### src/rtl/uart_fifo_ctl.sv
module uart_fifo_ctl #(
  parameter int DEPTH = 32,
  parameter int DW    = 8,
  localparam int AW   = (DEPTH > 1) ? $clog2(DEPTH) : 1,
  localparam int CW   = $clog2(DEPTH + 1)
) (
  input  logic          clk,
  input  logic          rst_n,
  input  logic          reg_wr,
  input  logic [2:0]    reg_addr,
  input  logic [7:0]    reg_wdata,
  input  logic          tx_push,
  input  logic [DW-1:0] tx_wdata,
  input  logic          tx_pop,
  output logic [DW-1:0] tx_rdata,
  input  logic          rx_push,
  input  logic [DW-1:0] rx_wdata,
  input  logic          rx_pop,
  output logic [DW-1:0] rx_rdata,
  output logic [CW-1:0] tx_count,
  output logic [CW-1:0] rx_count,
  output logic          tx_overrun,
  output logic          rx_overrun,
  output logic          rx_ready_irq,
  output logic          tx_empty_irq
);

  logic       fifo_en;
  logic [1:0] rx_code, tx_code;
  logic [7:0] lvl_rx, lvl_tx, flow_lo, flow_hi;

  wire ctl_wr = reg_wr && (reg_addr == 3'd0);
  wire en_chg = ctl_wr && (reg_wdata[0] != fifo_en);

  always_ff @(posedge clk or negedge rst_n)
    if (!rst_n) begin
      fifo_en <= 1'b0;
      rx_code <= '0;
      tx_code <= '0;
      lvl_rx  <= '0;
      lvl_tx  <= '0;
      flow_lo <= '0;
      flow_hi <= '0;
    end else if (reg_wr) begin
      case (reg_addr)
        3'd0: begin
          fifo_en <= reg_wdata[0];
          tx_code <= reg_wdata[5:4];
          rx_code <= reg_wdata[7:6];
        end
        3'd1: lvl_rx  <= reg_wdata;
        3'd2: lvl_tx  <= reg_wdata;
        3'd3: flow_lo <= reg_wdata;
        3'd4: flow_hi <= reg_wdata;
        default: ;
      endcase
    end

  // index 0 = transmit, 1 = receive
  logic [1:0]    push_v, pop_v, clr_v, ovr_v;
  logic [DW-1:0] wd_v [2];
  logic [DW-1:0] rd_v [2];
  logic [CW-1:0] cnt_v [2];

  assign push_v = {rx_push, tx_push};
  assign pop_v  = {rx_pop, tx_pop};
  assign wd_v[0] = tx_wdata;
  assign wd_v[1] = rx_wdata;
  assign clr_v[0] = ctl_wr && (reg_wdata[2] || en_chg);
  assign clr_v[1] = ctl_wr && (reg_wdata[1] || en_chg);

  wire [CW-1:0] cap = fifo_en ? CW'(DEPTH) : CW'(1);

  for (genvar g = 0; g < 2; g++) begin : g_q
    logic [DW-1:0] mem [DEPTH];
    logic [AW-1:0] rp, wp;
    logic [CW-1:0] cnt;
    logic          ovr;

    wire do_pop  = pop_v[g] && (cnt != '0);
    wire do_push = push_v[g] && ((cnt < cap) || do_pop);

    always_ff @(posedge clk or negedge rst_n)
      if (!rst_n) begin
        rp <= '0; wp <= '0; cnt <= '0; ovr <= 1'b0;
      end else if (clr_v[g]) begin
        rp <= '0; wp <= '0; cnt <= '0; ovr <= 1'b0;
      end else begin
        if (do_push) wp <= (wp == AW'(DEPTH - 1)) ? '0 : wp + 1'b1;
        if (do_pop)  rp <= (rp == AW'(DEPTH - 1)) ? '0 : rp + 1'b1;
        cnt <= cnt + CW'(do_push) - CW'(do_pop);
        if (push_v[g] && !do_push) ovr <= 1'b1;
      end

    always_ff @(posedge clk)
      if (do_push && !clr_v[g]) mem[wp] <= wd_v[g];

    assign cnt_v[g] = cnt;
    assign ovr_v[g] = ovr;
    assign rd_v[g]  = (cnt != '0) ? mem[rp] : '0;

    a_r3_holding_cap: assert property (@(posedge clk) disable iff (!rst_n)
      !fifo_en |-> cnt <= CW'(1));
    a_r2_depth_cap: assert property (@(posedge clk) disable iff (!rst_n)
      cnt <= CW'(DEPTH));
  end

  assign tx_count   = cnt_v[0];
  assign rx_count   = cnt_v[1];
  assign tx_rdata   = rd_v[0];
  assign rx_rdata   = rd_v[1];
  assign tx_overrun = ovr_v[0];
  assign rx_overrun = ovr_v[1];

  function automatic logic [7:0] code_lvl(input logic [1:0] c);
    case (c)
      2'd0: return 8'd8;
      2'd1: return 8'd16;
      2'd2: return 8'd24;
      default: return 8'd28;
    endcase
  endfunction

  wire       override = |{lvl_rx, lvl_tx, flow_lo, flow_hi};
  wire [7:0] rx_trig  = override ? lvl_rx : code_lvl(rx_code);
  wire [7:0] tx_trig  = override ? lvl_tx : code_lvl(tx_code);

  assign rx_ready_irq = (rx_count != '0) &&
                        (!fifo_en || (32'(rx_count) >= 32'(rx_trig)));
  assign tx_empty_irq = fifo_en ? (32'(tx_count) < 32'(tx_trig))
                                : (tx_count == '0);

  a_r9_rx_irq_needs_data: assert property (@(posedge clk) disable iff (!rst_n)
    rx_ready_irq |-> rx_count != '0);
  a_r4_rx_flush: assert property (@(posedge clk) disable iff (!rst_n)
    (reg_wr && reg_addr == 3'd0 && reg_wdata[1]) |=> (rx_count == '0 && !rx_overrun));
  a_r5_tx_flush: assert property (@(posedge clk) disable iff (!rst_n)
    (reg_wr && reg_addr == 3'd0 && reg_wdata[2]) |=> (tx_count == '0 && !tx_overrun));
  a_r10_drop_full: assert property (@(posedge clk) disable iff (!rst_n)
    (!reg_wr && rx_push && !rx_pop && fifo_en && rx_count == CW'(DEPTH))
      |=> (rx_overrun && $stable(rx_count)));
  a_r11_empty_pop: assert property (@(posedge clk) disable iff (!rst_n)
    (!reg_wr && rx_pop && !rx_push && rx_count == '0) |=> rx_count == '0);
  a_r11_zero_read: assert property (@(posedge clk) disable iff (!rst_n)
    tx_count == '0 |-> tx_rdata == '0);

endmodule

### config.mk
export PLATFORM = sky130hd
export DESIGN_NAME = uart_fifo_ctl
export DESIGN_NICKNAME = d
export VERILOG_FILES = /design/src/rtl/uart_fifo_ctl.sv
export SDC_FILE = /design/constraint.sdc
export NUM_CORES = 1
export LEC_CHECK = 0
export ABC_AREA = 1
export BUFFER_PORTS_ARGS = -buffer_cell sky130_fd_sc_hd__buf_2
export CORE_ASPECT_RATIO = 1.75
export CORE_MARGIN = 1
export CORE_UTILIZATION = 50
export DETAILED_ROUTE_END_ITERATION = 6
export PLACE_DENSITY_LB_ADDON = 0.1
export SYNTH_ARGS = -nofsm -noshare
export SYNTH_HDL_FRONTEND = slang
export SYNTH_SLANG_ARGS = --single-unit
### constraint.sdc
create_clock -name clk -period 3.21 [get_ports clk]
set_input_delay 0.1605 -clock clk [delete_from_list [all_inputs] [get_ports clk]]
set_output_delay 0.1605 -clock clk [all_outputs]
set_load 0.01 [all_outputs]
-- Yosys cells after proc, flatten, opt, wreduce, memory -nomap -nowiden
Memory sizes are Yosys's and may differ from the RTL's.
Cells that the tools add are included.
- equality and inequality tests: 13
- multiplexer cells: 30
- $add $sub $neg: 8
- order comparisons: 4
- reductions and logical operators: 41
- operators by type and width (operator ; count):
    two-way mux 5 bit ; 12
    two-way mux 8 bit ; 4
    OR reduction 32 bit ; 1
    one-hot mux 5 bit (3 select lines) ; 2
    adder 5 x 1 -> 5 bit, second input constant ; 4
    == test 5 bit, second input constant ; 4
    two-way mux 6 bit ; 3
    logical AND 1 bit ; 13
    adder 6 x 1 -> 6 bit ; 2
    less-than comparator 6 bit ; 2
    nonzero test 2 bit ; 6
    nonzero test 6 bit ; 2
    subtractor 6 x 1 -> 6 bit ; 2
    AND reduction 2 bit ; 5
    two-way mux 1 bit ; 9
    greater-or-equal comparator 6 x 8 -> 1 bit ; 1
    less-than comparator 6 x 8 -> 1 bit ; 1
    == test 3 x 2 -> 1 bit, second input constant ; 2
    zero test 6 bit ; 1
    zero test 1 bit ; 5
    logical OR 1 bit ; 5
    == test 2 x 1 -> 1 bit, second input constant ; 2
    == test 2 bit, second input constant ; 2
    zero test 2 bit ; 2
    4 further kinds ; 4
- memories: 2
- word-level logic and storage cells: 113
- output and inout port bits: 32
- memory bits (writable): 512
- register bits after elaboration: 71
- input port bits: 34
- memory list (memory ; depth ; width ; rd ports ; clocked after Yosys merged registers in ; wr ports ; RTL line ; source):
    g_q[0].mem ; 32 ; 8 ; 1 ; 0 ; 1 ; 75 ; logic [DW-1:0] mem [DEPTH];
    g_q[1].mem ; 32 ; 8 ; 1 ; 0 ; 1 ; 75 ;

-- Longest topological paths before layout
Gate-level depths: netlist of run 1.
- depth in word-level cells: 9
- gate-level depth with buffers: 18
- mapped depth without buffers: 18

-- Worst setup path after synthesis of run 1
Ideal clock, no wire load.
- kind: flip-flop to flip-flop
- start point: register fifo_en
- end point: register g_q[0].cnt[4] (netlist: tx_count[4])
- arrival: 2.447 ns
- period minus slack after synthesis: 2.572 ns
- buffers on the path: 0
- setup slack: 0.638 ns
- stages on the path, launching flop included: 19
- library setup time: 0.125 ns
- required time: 3.085 ns
- cell sequence: dfrtp_1 inv_1 ha_1 nand2_1 o21a_1 nand2_1 nand2_1 nand2_2 inv_2 nand2_1 nand2_1 ha_1 fa_1 nand2_1 inv_1 o21ai_0 nand2_1 o21ai_0 a21oi_1
- cells in the longest elaborated chain, start to end: 7
- elaborated cells on any way between the ends: 11
- classes of those cells: add/sub: 2; order compare: 1; eq/ne: 1; mux: 2; reduce/logical: 5
- RTL lines (what ; RTL line ; source):
    start: declaration ; 28 ; logic fifo_en;
    start signal: assignment ; 47 ; fifo_en <= reg_wdata[0];
    two-way mux 6 bit ; 72 ; wire [CW-1:0] cap = fifo_en ? CW'(DEPTH) : CW'(1);
    less-than comparator 6 bit ; 81 ; wire do_push = push_v[g] && ((cnt < cap) || do_pop);
    logical OR 1 bit ; 81 ;
    logical AND 1 bit ; 81 ;
    adder 6 x 1 -> 6 bit ; 91 ; cnt <= cnt + CW'(do_push) - CW'(do_pop);
    subtractor 6 x 1 -> 6 bit ; 91 ;
    two-way mux 6 bit * ; 86 ; end else if (clr_v[g]) begin
    end signal: assignment ; 91 ;
    end: declaration ; 77 ; logic [CW-1:0] cnt;
Mark *: on every way between the ends. The rest lies on a longest branch, timed or not.
A chain may end at the register's enable or synchronous reset.

-- Worst setup path after layout of run 1
- start point: register g_q[1].rp[0]
- end point: output rx_rdata[0]
- cells in the longest elaborated chain, start to end: 2
- RTL lines (what ; RTL line ; source):
    start: declaration ; 76 ; logic [AW-1:0] rp, wp;
    start signal: assignment ; 90 ; if (do_pop) rp <= (rp == AW'(DEPTH - 1)) ? '0 : rp + 1'b1;
    memory (32 x 8 bit) ; n/a ;
    two-way mux 8 bit ; 100 ; assign rd_v[g] = (cnt != '0) ? mem[rp] : '0;
    end: declaration ; 19 ; output logic [DW-1:0] rx_rdata,
Every way passes these cells.

==> results of run 1 <==
==> flip-flops by register name (all words and copies together) (netlist names) <==
register    flops
g_q.mem       512
tx_code         2
flow_hi         8
rx_count        6
rx_overrun      1
lvl_rx          8
fifo_en         1
tx_overrun      1
tx_count        6
flow_lo         8
rx_code         2
g_q.wp         10
g_q.rp         10
lvl_tx          8
==> what timing repair did <==
item | CTS | global route
buffers inserted | 1 | 4
endpoints found under the setup margin | 1 | 16
hold buffers | 18 | 0
pin swaps | 1 | 9
cloned | 0 | 1
hold endpoints to repair | 110 | 0
resized for setup | 1 | 15
==> cell type report <==
cell class,count,area [um2]
Clock buffer,68,1466
Sequential cell,583,17160
Tap cell,660,825.8
Fill cell,4250,21260
Inverter,79,310.3
Timing Repair inverter,1,7.507
Clock inverter,28,277.8
Multi-Input combinational cell,1601,7300
Timing Repair Buffer,173,1254
==> tightest hold or removal path, delay by kind of cell <==
kind	cells	cell delay, ns
AO/OA/AOI/OAI	1	0.11
buffers and inverters	1	0.13
AND/OR/NAND/NOR	1	0.21
==> path summary, 6_finish.rpt <==
kind | startpoint | depth (start not counted) | slack (ns) | endpoint
min in group asynchronous | rst_n | 2 | 0.24 | g_q[0].rp[0]$_DFFE_PN0P_
worst min register to register | flow_lo[0]$_DFFE_PN0P_ | 2 | 0.48 | flow_lo[0]$_DFFE_PN0P_
worst max register to register | rx_count[3]$_DFF_PN0_ | 15 | 0.34 | rx_count[4]$_DFF_PN0_
max in group asynchronous | rst_n | 2 | 2.24 | g_q[0].rp[1]$_DFFE_PN0P_
worst max-delay path | g_q[1].rp[0]$_DFFE_PN0P_ | 11 | 0.17 | rx_rdata[0]
worst min-delay path | reg_addr[0] | 3 | 0.07 | lvl_rx[2]$_DFFE_PN0P_
==> power by group <==
group / internal [uW] / switching, uW / total, uW / leakage [uW]
Sequential: 8830 / 492 / 9320 / 0.00548
Combinational: 2500 / 5760 / 8260 / 0.00484
Clock: 3630 / 2760 / 6380 / 0.000835
Total: 15000 / 9010 / 24000 / 0.0111
==> cells in the final DEF, fill, tap and decap left out, types with 43 or more instances in the layout <==
cell type	count
edfxtp_1	512
nand2_1	841
o21ai_0	74
buf_2	64
a21oi_1	65
nor2_1	160
ha_1	43
dfrtp_1	67
inv_1	69
buf_4	86
nand3_1	333
clkbuf_16	56
==> logic make-up after synthesis <==
| family | Yosys count | share of synthesized area [%] |
|---|---|---|
| and+or+nand+nor | 1393 | 23.07 |
| DFF | 583 | 67.71 |
| buffers and inverters | 203 | 3.611 |
| AOI/OAI and AO/OA | 158 | 3.156 |
| adders and majority gates | 45 | 2.282 |
| xor gates and xnor gates | 5 | 0.1729 |
==> metrics by stage <==
| step | total power (uW) | utilization, % | worst slack [ns] | cell area [um2] |
|---|---|---|---|---|
| final | 23960 | 57.36 | 0.1695 | 28600 |
| after global routing | 25220 | 57.36 | 0.01318 | 28600 |
| after CTS | 23980 | 57.20 | 0.01242 | 28520 |
| after detailed placement | 17590 | 53.32 | 0.3700 | 26590 |
| after global placement | 17500 | 53.32 | 0.3850 | 26590 |
| after floorplan | 14560 | - | 0.6383 | 25330 |
==> layer usage <==
layer / vias up / routed length, um / part of all wire [%]
met3: 222 / 2106 / 3.2
li1: 8340 / - / -
met1: 8430 / 23150 / 35
met4: 0 / 4822 / 7.3
met5: - / 0 / 0
met2: 465 / 36390 / 55
==> flow_metrics.py, run 1 <==
metrics = {
    "outcome": {
        "status": "finished, violations left",
        "violations": "design-rule violations",
    },
    "worst_setup_path": {
        "path_max_fanout": 70,
        "worstSetupPathType": "register to output pin",
        "critPathLaunchType": "register",
        "critPathCaptureType": "output pin",
        "cp_slowest_cell": "dfrtp_4",
        "cp_cell_sequence": "inv_6 > buf_16 > nand2_1 > nand3_1 > nand3_1 > nand2_1 > nand2_1 > nand3_1 > nand2_1 > nor2_1 > buf_2",
        "cp.arrival_ns": 2.88,
        "cp.required_ns": 3.05,
        "crit_path_frequent_cell": "nand2_1",
        "path_delay_family": "simple AND/OR/NAND/NOR gates",
        "critPathMaxStageDelay_ns": 0.62,
        "crit_buf_inv": 3,
    },
    "global_routing": {
        "groute.usage.overall_pct": 26.35,
        "grt_busiest_layer": "met2",
        "grt_max_degree": 130,
        "grt_overflow": 0,
        "grt_util_met3_pct": 2.501,
        "grt_pass1_vias": 17680,
        "antenna_found_initial": 0,
        "met2_usage_pct": 49.21,
        "grtUsageMet1_pct": 27.45,
        "grt_pass1_wl_um": 100400,
    },
    "synthesis": {
        "synth-seq-cells": 583,
        "synth-edff-count": 512,
        "ys_top_cells_by_count": "nand2_1 (841), edfxtp_1 (512), nand3_1 (333), nor2_1 (160), o21ai_0 (75)",
        "synthArstFlopShare_pct": 12.18,
        "syn_inst": 2387,
        "ys_warn_count": 0,
        "ys_seq_area_share_pct": 67.71,
        "syn_area_um2": 25330,
        "synth_area_leaders": "edfxtp_1 (61%), nand2_1 (12%), dfrtp_1 (7.0%)",
        "synth.most_common_cell": "nand2_1",
        "synth_cell_types": 38,
        "post-synth-top-area-fraction_pct": 60.70,
        "yosys.area.top_type": "edfxtp_1",
        "synth_fp_nets": 2466,
        "avgSynthCellArea_um2": 10.61,
        "synth_ff_type": "edfxtp_1",
    },
    "final_layout": {
        "final_cells": 3193,
        "syn2layout_area_growth_pct": 12.92,
        "antenna_cells": 0,
        "layout.nets": 2572,
        "drive_gt1_share_pct": 10.86,
    },
    "floorplanning": {
        "fp.dieArea_um2": 51600,
        "die_width_um": 172.1,
        "ios": 66,
        "rows": 108,
        "start_util_pct": 50.80,
        "fp.dieH_um": 299.8,
        "core_area_um2": 49860,
    },
    "flow_run": {
        "cap_violations": 0,
    },
    "cts": {
        "clkLatencyLatePin_ns": 0.59,
        "root_buffer": "clkbuf_16",
        "clk_pin_slew_ns": 0.07,
        "cts_tree": "yes",
        "clk_path_buf_depth": 3,
        "numClockSinks": 583,
        "h-tree-depth": 2,
        "numCtsBuffers": 54,
    },
    "sta": {
        "finalSetupTns_ns": 0,
        "finalClockSkew_ns": 0.01933,
        "finalHoldViolations": 0,
        "finalSetupViolCount": 0,
        "slew_viol_final": 0,
        "worst_slew_pin_slew_ns": 0.9619,
        "slew-limit-headroom_pct": 35.87,
        "fin_crit_ns": 3.041,
        "rsz0062_at_grt": "no",
        "min_period_over_period_pct": 94.72,
        "fmax_mhz": 328.9,
        "fin_hold_ws_ns": 0.06619,
    },
    "routing": {
        "first_pass_iters": 7,
        "ant_nets": 0,
        "drtIter0Drc": 1070,
        "vias": 17460,
        "routed_wirelength_um": 66470,
        "drc_errors": 1,
        "via_per_inst": 5.467,
        "wl_per_cell_um": 20.82,
    },
    "pwr": {
        "ir_drop_uv": 658.2,
        "leakage_uw": 0.01115,
        "power_density_nw_per_um2": 837.8,
    },
    "worst_hold_path": {
        "holdCritPathClass": "primary input to register",
    },
    "placement": {
        "io_buffers": 65,
        "hpwlAfterDp_um": 43600,
        "gp_congestion": 0.8715,
        "dp.cells": 3074,
    },
}
Power figures use the tool's default switching activity.
==> run 2: changes to the inputs <==
==> constraint.sdc (replaced) <==
create_clock -name clk -period 3.21 [get_ports clk]
set_input_delay 0.642 -clock clk [delete_from_list [all_inputs] [get_ports clk]]
set_output_delay 0.642 -clock clk [all_outputs]
set_load 0.01 [all_outputs]
==> flow_metrics.py, run 2 (synthesis gave the netlist of run 1 again) <==
metrics = {
    "outcome": {
        "status": "finished, violations left",
        "violations": "negative setup slack",
    },
    "floorplanning": {
        "rows": 108,
        "ios": 66,
        "start_util_pct": 50.80,
        "fp.dieArea_um2": 51600,
        "die_width_um": 172.1,
        "core_area_um2": 49860,
        "fp.dieH_um": 299.8,
    },
    "cts": {
        "h-tree-depth": 2,
        "root_buffer": "clkbuf_16",
        "clkLatencyLatePin_ns": 0.58,
        "cts_tree": "yes",
        "clk_pin_slew_ns": 0.07,
        "clk_path_buf_depth": 3,
        "numClockSinks": 583,
        "numCtsBuffers": 52,
    },
    "placement": {
        "post-place-ws_ns": 0.1171,
        "hpwlAfterDp_um": 42500,
        "gp_congestion": 0.9003,
        "io_buffers": 65,
    },
    "final_layout": {
        "largest_register_ffs": 512,
        "top_regs": "g_q.mem: 512 flops, g_q.rp: 10 flops, g_q.wp: 10 flops",
        "syn2layout_area_growth_pct": 14.52,
        "final_util_pct": 58.18,
        "layout_common_cells": "nand2_1 (834), edfxtp_1 (512), nand3_1 (327)",
        "antenna_cells": 0,
        "layout_commonest_cell": "nand2_1",
        "drive_gt1_share_pct": 13.02,
        "layout.nets": 2581,
        "largest_register": "g_q.mem",
        "fillerInstances": 4134,
    },
    "sta": {
        "slew-limit-headroom_pct": 37.86,
        "worst_slew_pin_slew_ns": 0.9321,
        "rsz0062_at_grt": "yes",
        "min_period_over_period_pct": 103.3,
        "setup_ws_ns": -0.1048,
        "slew_viol_final": 0,
        "fmax_mhz": 301.7,
        "finalSetupViolCount": 2,
        "finalHoldViolations": 0,
        "finalSetupTns_ns": -0.1816,
        "fin_crit_ns": 3.315,
        "finalClockSkew_ns": 0.01353,
    },
    "worst_setup_path": {
        "cp.arrival_ns": 2.67,
        "worstSetupPathType": "register to output pin",
        "critPathMaxStageDelay_ns": 0.38,
        "cp_slowest_cell": "dfrtp_1",
        "cp.required_ns": 2.57,
        "path_max_fanout": 6,
        "cp_cell_sequence": "or2_4 > nor2_4 > nand3_2 > nor2_4 > buf_6 > nand2_2 > o21ai_2 > ha_4 > nand2_2 > nor2_2 > nand4_1 > nand3_2 > o21ai_2 > inv_1 > buf_2",
        "r2r_slack_ns": 0.26,
        "critPathCaptureType": "output pin",
        "critPathLaunchType": "register",
    },
    "routing": {
        "drc_errors": 0,
        "drtIter0Drc": 1030,
        "via_per_inst": 5.449,
        "ant_nets": 0,
        "wl_per_cell_um": 21.16,
        "vias": 17450,
        "routed_wirelength_um": 67760,
        "first_pass_iters": 7,
    },
    "global_routing": {
        "grt_pass1_vias": 16960,
        "grt_max_degree": 130,
        "antenna_found_initial": 0,
        "grt_pass1_wl_um": 98640,
        "grt_overflow": 0,
        "groute.usage.overall_pct": 25.85,
    },
    "pwr": {
        "leakage_uw": 0.01135,
        "total_power_uw": 24460,
        "ir_drop_uv": 622.3,
        "power_density_nw_per_um2": 843.2,
    },
    "flow_run": {
        "cap_violations": 0,
    },
    "worst_hold_path": {
        "holdCritPathClass": "primary input to asynchronous set/reset pin",
    },
}
## run 2: worst max-delay path, delay by kind of cell, from the launching register on
family                     cells  cell delay [ns]
buffers and inverters          3             0.32
AOI/OAI and AO/OA              2             0.20
adders and majority gates      1             0.22
and+or+nand+nor                9             0.97
DFF                            1             0.38
## run 2: timing repair
action,in CTS,in global routing
hold buffers,0,0
gates cloned,2,9
pin swaps,9,15
setup endpoints to repair,16,19
resized for setup,18,50
setup buffers,2,6
## run 2: report_power, final
| part | switching [uW] | internal (uW) |
|---|---|---|
| logic | 5950 | 2860 |
| registers | 504 | 8820 |
| clock network | 2750 | 3570 |
## run 2: path summary, 6_finish.rpt
kind                                             to  depth (start not counted)             startpoint
max                                    rx_ready_irq                         15  lvl_tx[7]$_DFFE_PN0P_
min                          tx_overrun$_DFFE_PN0P_                          1                  rst_n
max reg2reg                   tx_count[4]$_DFF_PN0_                         17  tx_count[4]$_DFF_PN0_
min reg2reg                   lvl_tx[6]$_DFFE_PN0P_                          2  lvl_tx[6]$_DFFE_PN0P_
max in group asynchronous  g_q[1].rp[0]$_DFFE_PN0P_                          1                  rst_n
min in group clk             tx_code[0]$_DFFE_PN0P_                          3           reg_wdata[4]
## run 2: metrics by stage
stage / std cells / hold WS (ns) / cell area [um2]
after floorplan: 2387 / 0.3464 / 25330
after global placement: 3089 / 0.4610 / 26720
after detailed placement: 3089 / 0.4644 / 26720
after CTS: 3187 / 0.2199 / 28580
after global routing: 3202 / 0.2542 / 29010
final: 3202 / 0.1835 / 29010
## run 2: area by class of cell
| cell class | instances | area [um2] | share of cell area, % |
|---|---|---|---|
| clock buffer | 63 | 1394 | 4.805 |
| sequential | 583 | 17160 | 59.16 |
| clock inverter | 31 | 317.8 | 1.096 |
| timing repair buffer | 182 | 1533 | 5.284 |
| timing repair inverter | 3 | 25.02 | 0.08627 |
| multi-input combinational | 1601 | 7425 | 25.60 |
| inverter | 79 | 327.8 | 1.130 |
| tap | 660 | 825.8 | 2.847 |
## run 2: layer usage
metal  wire, um  vias to the layer above  GRT usage (%)
met5          0                        -              0
met4       4328                        0          15.34
met2      37850                      493          49.33
met3       2533                      190          2.540
met1      23040                     8397          26.68
li1           -                     8368              -
==> run 3: changes to the inputs <==
--- a/config.mk
+++ b/config.mk
@@ -11,6 +11,7 @@
 export CORE_MARGIN = 1
 export CORE_UTILIZATION = 50
 export DETAILED_ROUTE_END_ITERATION = 6
+export MAX_ROUTING_LAYER = met4
 export PLACE_DENSITY_LB_ADDON = 0.1
 export SYNTH_ARGS = -nofsm -noshare
 export SYNTH_HDL_FRONTEND = slang
==> flow_metrics.py, run 3 (synthesis gave the netlist of run 1 again) <==
metrics = {
    "outcome": {
        "status": "finished, violations left",
        "violations": "negative setup slack",
    },
    "routing": {
        "drc_errors": 0,
        "first_pass_iters": 5,
        "vias": 17650,
        "routed_wirelength_um": 69050,
        "via_per_inst": 5.511,
        "drtIter0Drc": 1204,
        "wl_per_cell_um": 21.56,
        "ant_nets": 0,
    },
    "final_layout": {
        "final_cells": 3203,
        "drive_gt1_share_pct": 13.37,
        "final_util_pct": 58.41,
        "layout_commonest_cell": "nand2_1",
        "largest_register_ffs": 512,
        "largest_register": "g_q.mem",
        "layout.nets": 2583,
        "antenna_cells": 0,
        "top_regs": "g_q.mem: 512 flops, g_q.rp: 10 flops, g_q.wp: 10 flops",
        "layout_common_cells": "nand2_1 (835), edfxtp_1 (512), nand3_1 (328)",
        "syn2layout_area_growth_pct": 14.98,
    },
    "pwr": {
        "swShare_pct": 37.80,
        "power_density_nw_per_um2": 848.8,
        "p_clk_share_pct": 25.7,
        "switchingPower_uw": 9346,
        "ir_drop_uv": 804.8,
        "p_comb_share_pct": 36.5,
        "p_seq_share_pct": 37.8,
        "p_int_uw": 15380,
        "total_power_uw": 24720,
        "leakage_uw": 0.01140,
    },
    "cts": {
        "clk_path_buf_depth": 3,
        "numClockSinks": 583,
        "cts_tree": "yes",
        "clkLatencyLatePin_ns": 0.59,
        "h-tree-depth": 2,
        "clk_pin_slew_ns": 0.07,
        "root_buffer": "clkbuf_16",
        "cts_hold_buf": 0,
        "numCtsBuffers": 53,
    },
    "worst_setup_path": {
        "critPathCaptureType": "output pin",
        "worstSetupPathType": "register to output pin",
        "cp.arrival_ns": 2.68,
        "path_max_fanout": 5,
        "cp.required_ns": 2.57,
        "r2r_slack_ns": 0.29,
        "reg2reg_to": "tx_count[4]$_DFF_PN0_",
        "r2r_cells": 18,
        "critPathLaunchType": "register",
        "timing.rr.start": "fifo_en$_DFFE_PN0P_",
    },
    "sta": {
        "setup_ws_ns": -0.1093,
        "slew-limit-headroom_pct": 37.87,
        "slew_viol_final": 0,
        "finalSetupTns_ns": -0.2129,
        "finalHoldViolations": 0,
        "fmax_mhz": 301.3,
        "worst_slew_pin_slew_ns": 0.9319,
        "finalSetupViolCount": 2,
        "rsz0062_at_grt": "yes",
        "finalClockSkew_ns": 0.01855,
        "fin_crit_ns": 3.319,
        "fin_hold_ws_ns": 0.1700,
        "min_period_over_period_pct": 103.4,
    },
    "global_routing": {
        "grt_pass1_vias": 17310,
        "grt_overflow": 0,
        "antenna_found_initial": 0,
        "grtUsageMet1_pct": 27.32,
        "groute.usage.overall_pct": 27.36,
        "met2_usage_pct": 51.31,
        "grt_busiest_layer": "met2",
        "grt_util_met3_pct": 2.540,
        "grt_max_degree": 130,
        "grt_pass1_wl_um": 101000,
    },
    "flow_run": {
        "cap_violations": 0,
    },
    "placement": {
        "io_buffers": 65,
        "dp.cells": 3085,
        "hpwlAfterDp_um": 42690,
        "gp_congestion": 0.9095,
    },
    "floorplanning": {
        "fp.dieArea_um2": 51600,
        "die_width_um": 172.1,
        "ios": 66,
        "rows": 108,
        "fp.dieH_um": 299.8,
        "core_area_um2": 49860,
        "start_util_pct": 50.80,
    },
    "worst_hold_path": {
        "holdCritPathClass": "primary input to asynchronous set/reset pin",
    },
}
-- run 3: cell count changes in the layout (fill, tap and decap cells not counted), sizes merged --
cell,delta
clkinv,-2
clkinvlp,-1
buf,-1
inv,+1
clkbuf,+4
-- run 3: per-layer routing --
layer | routed length [um] | share of wire (%)
met1 | 23470 | 34
met5 | 0 | 0
met3 | 2402 | 3.5
met2 | 38740 | 56
met4 | 4433 | 6.4
-- run 3: power groups by stage --
stage	Sequential, uW	Combinational (uW)	Clock (uW)
after floorplan	9260	5300	0
after global placement	9420	8160	0
after detailed placement	9430	8240	0
after CTS	9300	8470	6460
after global routing	9410	9850	6690
final	9350	9020	6360
-- run 3: worst max-delay path by stage --
| stage | from | to | slack [ns] | cells past startpoint |
|---|---|---|---|---|
| CTS | flow_hi[2]$_DFFE_PN0P_ | rx_ready_irq | -0.23 | 14 |
| global placement | tx_count[2]$_DFF_PN0_ | tx_count[4]$_DFF_PN0_ | 0.24 | 17 |
| global route | lvl_rx[3]$_DFFE_PN0P_ | rx_ready_irq | -0.24 | 14 |
| detailed placement | tx_count[2]$_DFF_PN0_ | tx_count[4]$_DFF_PN0_ | 0.18 | 17 |
| finish | lvl_rx[4]$_DFFE_PN0P_ | rx_ready_irq | -0.11 | 16 |
| floorplan | lvl_tx[7]$_DFFE_PN0P_ | rx_ready_irq | 0.56 | 12 |
-- run 3: stage by stage --
step | worst slack, ns | cell area (um2)
floorplan | 0.5568 | 25330
global placement | 0.2355 | 26710
detailed placement | 0.1828 | 26710
CTS | -0.2266 | 28590
global route | -0.2444 | 29130
finish | -0.1093 | 29130
-- run 3: critical path, cell delays in order (launching register included) --
cell and delay, ns:
dfrtp_1 0.41, nor2_1 0.12, nand3_1 0.08, nor2_1 0.11
nand3_1 0.13, nor2_4 0.18, buf_6 0.14, nand2_1 0.06
o21ai_2 0.08, ha_4 0.22, nand2_2 0.05, nor2_2 0.04
nand2_1 0.07, nand3_2 0.08, o21ai_2 0.12, inv_1 0.06
buf_6 0.12
-- run 3: repair_timing --
action,CTS,global route
setup endpoints to repair,14,19
resized for setup,21,59
setup buffers,1,9
pin swaps,7,23
gates cloned,3,11
-- run 3: layout make-up --
cell class              count  area (um2)
repair buffers            183        1625
clock inverters            29       314.1
clock buffers              65        1401
repair inverters            3       25.02
fillers                  4200       20740
multi-input cells        1601        7440
well taps                 660       825.8
flip-flops and latches    583       17160
inverters                  79       331.6
